<file path="config.mk">
export PLATFORM = sky130hd
export DESIGN_NAME = ctl_out_pktbuf
export DESIGN_NICKNAME = d
export VERILOG_FILES = /design/src/rtl/pktbuf_pkg.sv /design/src/rtl/pktbuf_evsel.sv /design/src/rtl/pktbuf_store.sv /design/src/rtl/pktbuf_ctrl.sv /design/src/rtl/ctl_out_pktbuf.sv
export SDC_FILE = /design/constraint.sdc
export NUM_CORES = 1
export LEC_CHECK = 0
export BUFFER_PORTS_ARGS = -buffer_cell sky130_fd_sc_hd__buf_2
export CELL_PAD_IN_SITES_DETAIL_PLACEMENT = 1
export CELL_PAD_IN_SITES_GLOBAL_PLACEMENT = 2
export CORE_ASPECT_RATIO = 0.6
export CORE_MARGIN = 2
export CORE_UTILIZATION = 46
export DETAILED_ROUTE_END_ITERATION = 7
export PLACE_DENSITY_LB_ADDON = 0.1
export SYNTH_ARGS = -nofsm -noshare
export SYNTH_HDL_FRONTEND = slang
export SYNTH_HIERARCHICAL = 1
export SYNTH_SLANG_ARGS = --single-unit
</file>
<file path="constraint.sdc">
create_clock -name clk -period 3.2 [get_ports clk]
set_input_delay 0.32 -clock clk [delete_from_list [all_inputs] [get_ports clk]]
set_output_delay 0.32 -clock clk [all_outputs]
set_load 0.01 [all_outputs]
</file>
<file path="src/rtl/pktbuf_pkg.sv">
package pktbuf_pkg;

    // Winning control event for one cycle, in priority order of decode.
    typedef enum logic [2:0] {
        EV_NONE    = 3'd0,
        EV_CLEAR   = 3'd1,
        EV_RELEASE = 3'd2,
        EV_ACCEPT  = 3'd3,
        EV_DROP    = 3'd4,
        EV_BYTE    = 3'd5
    } pktbuf_ev_e;

endpackage

</file>
<file path="src/rtl/pktbuf_evsel.sv">
module pktbuf_evsel
    import pktbuf_pkg::*;
(
    input  logic       clear_i,
    input  logic       release_i,
    input  logic       good_i,
    input  logic       bad_i,
    input  logic       wr_i,
    input  logic       locked_i,
    output pktbuf_ev_e ev_o
);

    always_comb begin
        if (clear_i)        ev_o = EV_CLEAR;
        else if (release_i) ev_o = EV_RELEASE;
        else if (locked_i)  ev_o = EV_NONE;
        else if (good_i)    ev_o = EV_ACCEPT;
        else if (bad_i)     ev_o = EV_DROP;
        else if (wr_i)      ev_o = EV_BYTE;
        else                ev_o = EV_NONE;
    end

endmodule

</file>
<file path="src/rtl/pktbuf_store.sv">
module pktbuf_store #(
    parameter int DEPTH = 16,
    parameter int DW    = 8,
    localparam int AW   = (DEPTH > 1) ? $clog2(DEPTH) : 1
) (
    input  logic          clk,
    input  logic          we_i,
    input  logic [AW-1:0] waddr_i,
    input  logic [DW-1:0] wdata_i,
    input  logic [AW-1:0] raddr_i,
    output logic [DW-1:0] rdata_o
);

    logic [DW-1:0] slots [DEPTH];

    // Storage carries no reset; the read side is gated by the controller.
    always_ff @(posedge clk) begin
        if (we_i) slots[waddr_i] <= wdata_i;
    end

    assign rdata_o = slots[raddr_i];

endmodule

</file>
<file path="src/rtl/pktbuf_ctrl.sv">
module pktbuf_ctrl
    import pktbuf_pkg::*;
#(
    parameter int DEPTH = 16,
    localparam int AW   = (DEPTH > 1) ? $clog2(DEPTH) : 1,
    localparam int CW   = $clog2(DEPTH + 1)
) (
    input  logic          clk,
    input  logic          rst_n,
    input  pktbuf_ev_e    ev_i,
    input  logic          rd_en_i,
    input  logic          flag_clr_i,
    output logic          locked_o,
    output logic          flag_o,
    output logic [CW-1:0] count_o,
    output logic          we_o,
    output logic [AW-1:0] waddr_o,
    output logic [AW-1:0] raddr_o,
    output logic          rd_valid_o
);

    localparam logic [CW-1:0] CAP = CW'(DEPTH);

    typedef struct packed {
        logic [CW-1:0] wptr;
        logic [CW-1:0] rptr;
        logic [CW-1:0] cnt;
        logic          locked;
        logic          flag;
    } ctrl_t;

    ctrl_t st_d, st_q;
    logic  has_room;
    logic  unread;

    assign has_room = (st_q.wptr < CAP);
    assign unread   = st_q.locked && (st_q.rptr < st_q.cnt);

    always_comb begin
        st_d = st_q;
        unique case (ev_i)
            EV_CLEAR: begin
                st_d.wptr   = '0;
                st_d.rptr   = '0;
                st_d.cnt    = '0;
                st_d.locked = 1'b0;
            end
            EV_RELEASE: begin
                st_d.wptr   = '0;
                st_d.rptr   = '0;
                st_d.locked = 1'b0;
            end
            EV_ACCEPT: begin
                st_d.cnt    = st_q.wptr;
                st_d.rptr   = '0;
                st_d.locked = 1'b1;
            end
            EV_DROP: begin
                st_d.wptr = '0;
            end
            EV_BYTE: begin
                if (has_room) st_d.wptr = st_q.wptr + 1'b1;
            end
            default: ;
        endcase

        if (rd_en_i && unread && (ev_i != EV_CLEAR) && (ev_i != EV_RELEASE))
            st_d.rptr = st_q.rptr + 1'b1;

        if (flag_clr_i)          st_d.flag = 1'b0;
        if (ev_i == EV_ACCEPT)   st_d.flag = 1'b1;
    end

    always_ff @(posedge clk or negedge rst_n) begin
        if (!rst_n) st_q <= '0;
        else        st_q <= st_d;
    end

    assign locked_o   = st_q.locked;
    assign flag_o     = st_q.flag;
    assign count_o    = st_q.cnt;
    assign we_o       = (ev_i == EV_BYTE) && has_room;
    assign waddr_o    = st_q.wptr[AW-1:0];
    assign raddr_o    = st_q.rptr[AW-1:0];
    assign rd_valid_o = unread;

endmodule

</file>
<file path="src/rtl/ctl_out_pktbuf.sv">
module ctl_out_pktbuf
    import pktbuf_pkg::*;
#(
    parameter int DEPTH = 16,
    parameter int DW    = 8,
    localparam int AW   = (DEPTH > 1) ? $clog2(DEPTH) : 1,
    localparam int CW   = $clog2(DEPTH + 1)
) (
    input  logic          clk,
    input  logic          rst_n,
    input  logic          wr_en,
    input  logic [DW-1:0] wr_data,
    input  logic          pkt_good,
    input  logic          pkt_bad,
    input  logic          rd_en,
    output logic [DW-1:0] rd_data,
    input  logic          rd_done,
    input  logic          buf_clear,
    input  logic          rx_done_clr,
    output logic [CW-1:0] rx_count,
    output logic          rx_done,
    output logic          rx_ready
);

    pktbuf_ev_e    ev;
    logic          locked;
    logic          we;
    logic [AW-1:0] waddr;
    logic [AW-1:0] raddr;
    logic          rd_valid;
    logic [DW-1:0] slot_q;

    pktbuf_evsel u_evsel (
        .clear_i   (buf_clear),
        .release_i (rd_done),
        .good_i    (pkt_good),
        .bad_i     (pkt_bad),
        .wr_i      (wr_en),
        .locked_i  (locked),
        .ev_o      (ev)
    );

    pktbuf_ctrl #(.DEPTH(DEPTH)) u_ctrl (
        .clk        (clk),
        .rst_n      (rst_n),
        .ev_i       (ev),
        .rd_en_i    (rd_en),
        .flag_clr_i (rx_done_clr),
        .locked_o   (locked),
        .flag_o     (rx_done),
        .count_o    (rx_count),
        .we_o       (we),
        .waddr_o    (waddr),
        .raddr_o    (raddr),
        .rd_valid_o (rd_valid)
    );

    pktbuf_store #(.DEPTH(DEPTH), .DW(DW)) u_store (
        .clk     (clk),
        .we_i    (we),
        .waddr_i (waddr),
        .wdata_i (wr_data),
        .raddr_i (raddr),
        .rdata_o (slot_q)
    );

    assign rd_data  = rd_valid ? slot_q : '0;
    assign rx_ready = ~locked;

endmodule

</file>
==> metrics.md <==
| Metric | Value |
|---|---|
| Status | complete, no violations |
| Gr usage total | 21.6% |
| Post-layout nets | 417 |
| Seq cells post-synth | 145 |
| Fmax achieved | 348 MHz |
| DRC violations left | 0 |
| Port Buffers | 31 |
| Slew margin rel. | 45.0% |
| Global-route congestion overflow total | 0 |
| DRT Wirelength | 14100 um |
| Sequential share of the synthesized area | 69.6% |
| Post-synth top area cell | edfxtp_1 |
| Avg WL per Cell | 24.5 um |
| Layout fillers | 1211 |
| Slew Viols, Final | 0 |
| Post-cts resize count | 0 |
| Yosys cell types | 43 |
| Post-synth EDFFs | 128 |
| Cell Rows | 32 |
| Worst hold slack | 0.0970 ns |
| Share of the synthesized area in the top cell type | 62.7% |
| # setup viols final | 0 |
| Hpwl dp | 9550 um |
| # IOs | 32 |
| Clk_lat worst skew | 0.42 ns |
| Core box area | 12900 sq um |
| Crit share post-route | 89.9% |
| MaxCap Viol Count | 0 |
| Starting DRT DRC Count | 216 |
| ANT nets after route | 0 |
| ANT cells | 0 |
| Post-Syn Instances | 347 |
| Final hold violations | 0 |
| Final WS setup | 0.324 ns |
| Time the worst path needs with I/O delays and setup | 2.88 ns |
| Cell area after synthesis | 6130 sq um |
| Critical path class | reg2out |
| DR vias | 3315 |
| Syn_nets | 370 |
| Main synth FF type | edfxtp_1 |
| Die height | 93.4 um |
| Pwr dens | 603 nW/um^2 |
| Worst min path class | in2reg |
| Die width | 153 um |
| Setup crit end kind | output port |
| Cell with the most instances after synthesis | edfxtp_1 |
| Htree depth | 4 |
| Syn Area/Cell | 17.7 sq um |
| CTS tree | built |
| Post-Layout Cell Count | 577 |
| Top post-synthesis cells by area | edfxtp_1 (63%), dfrtp_1 (6.9%), mux4_2 (6.6%) |
| Storage cell area | 4270 sq um |
| Multi-input gate area | 1630 sq um |
| Clock skew | 0.0118 ns |
| Worst vdd ir | 0.000353 V |
| RSZ-0062 raised after global routing | false |
| Worst EP arrival | 2.56 ns |
| Deepest clock path buffer count | 2 |
| Placed cells | 544 |
| Critical path launch point type | register |
| Setup_tns | 0 ns |
| Initial antenna violation count | 0 |
| Gpl congestion | 0.751 |
| Vias in the first global route | 3395 |
| Worst Setup Slack post-DPL | 0.666 ns |
| Syn-to-layout area delta | 16.1% |
| Worst Path Required | 2.88 ns |
| Top cells by count, synth | edfxtp_1 (128), nand2_1 (24), mux4_2 (18) |
| # clock sinks | 145 |
| Num CTS Buffers | 17 |
| Async SR Flop Fraction | 11.7% |
| Detailed Routing Iterations Pass 1 | 4 |
| Leak pwr | 0.00249 uW |
| Pin count of the biggest net entering global routing | 23 |
| Die area | 14300 sq um |
| DR vias/cell | 5.75 |
| Slew @ Worst Pin | 0.822 ns |
| YS warnings | 6 |
| Critical path peak fanout | 15 |
| Worst-path clk slew | 0.06 ns |
| Share of cells above drive strength 1 | 28.5% |
| First-pass GRT wire length | 21900 um |
| Initial core utilization | 47.4% |
| Root buffer cell | clkbuf_16 |
[worst max-delay path, cell delays in order, from the launching register on]
cell,delay [ns]
dfrtp_2,0.64
buf_12,0.23
mux4_1,0.61
a22oi_1,0.28
nand2_1,0.08
and2_1,0.16
buf_2,0.13
[path summary, 6_finish.rpt]
kind	startpoint	endpoint	slack [ns]	depth (start not counted)
max	u_ctrl/raddr_o[0]	rd_data[2]	0.32	6
min	rx_done_clr	u_ctrl/flag_o	0.1	2
max reg2reg	u_ctrl/locked_o	u_store/slots[0][3]	0.64	7
min reg2reg	u_ctrl/count_o[1]	u_ctrl/count_o[1]	0.52	2
max in group asynchronous	rst_n	u_ctrl/raddr_o[0]	2.48	2
min in group asynchronous	rst_n	u_ctrl/st_q[16]	0.38	2
[registers in the layout (all words and copies together) (netlist names)]
signal           cells
u_ctrl/locked_o      1
u_ctrl/count_o       5
u_ctrl/waddr_o       4
u_ctrl/flag_o        1
u_ctrl/st_q          2
u_store/slots      128
u_ctrl/raddr_o       4
[repair_timing]
item	in CTS	in global routing
hold buffers	1	0
setup buffers	0	0
endpoints found under the setup margin	0	0
hold endpoints to repair	17	0
[power breakdown]
part,internal [uW],switching [uW],total (uW)
combinational,33.7,72.2,106
clock,1310,797,2110
sequential,2060,8.58,2070
[cells by family (layout without fill, tap and decap cells)]
logic type | Yosys count | in the layout | share of synthesized area (%)
AO/OA/AOI/OAI | 41 | 41 | 5.02
AND/OR/NAND/NOR | 80 | 80 | 6.51
adder cells (fa/ha/maj) | 6 | 6 | 1.22
XOR/XNOR | 6 | 6 | 0.857
flip-flops | 145 | 145 | 69.6
multiplexers | 34 | 34 | 13.0
buffers and inverters | 35 | 95 | 3.76
[cell usage in the layout, fill, tap and decap left out, types with 9 or more instances in the layout]
| cell type | netlist | layout |
|---|---|---|
| inv_1 | 9 | 9 |
| dfrtp_1 | 17 | 16 |
| edfxtp_1 | 128 | 128 |
| buf_2 | 4 | 31 |
| clkbuf_16 | 0 | 17 |
| and2_1 | 11 | 11 |
| buf_4 | 14 | 20 |
| nor2_1 | 17 | 17 |
| nand2_1 | 24 | 24 |
| mux4_1 | 14 | 14 |
| o21ai_0 | 11 | 11 |
| mux4_2 | 18 | 18 |
| a22oi_1 | 16 | 16 |
[layer usage]
metal / share of wire, % / GRT usage [%] / up-vias
met5: 0 / 0 / -
met4: 0.91 / 5.32 / 0
met3: 5.6 / 4.68 / 13
met2: 42 / 29.0 / 85
met1: 52 / 35.2 / 1757
li1: - / - / 1460
[per-stage QoR]
step           area (sq um)  utilization (%)  total power (uW)
3_5_place_dp           6480             50.1              2220
5_1_grt                7120             55.0              4430
3_3_place_gp           6480             50.1              2210
2_1_floorplan          6130                -              2160
4_1_cts                7120             55.0              4340
6_report               7120             55.0              4290
[area by class of cell]
type / count / area share (%)
clock inverters: 15 / 2.88
inverters: 10 / 0.527
well taps: 170 / 2.99
repair buffers: 53 / 4.71
multi-input cells: 167 / 22.9
flip-flops and latches: 145 / 60.0
clock buffers: 17 / 5.98
No activity file was read; power rests on OpenSTA's default activity.
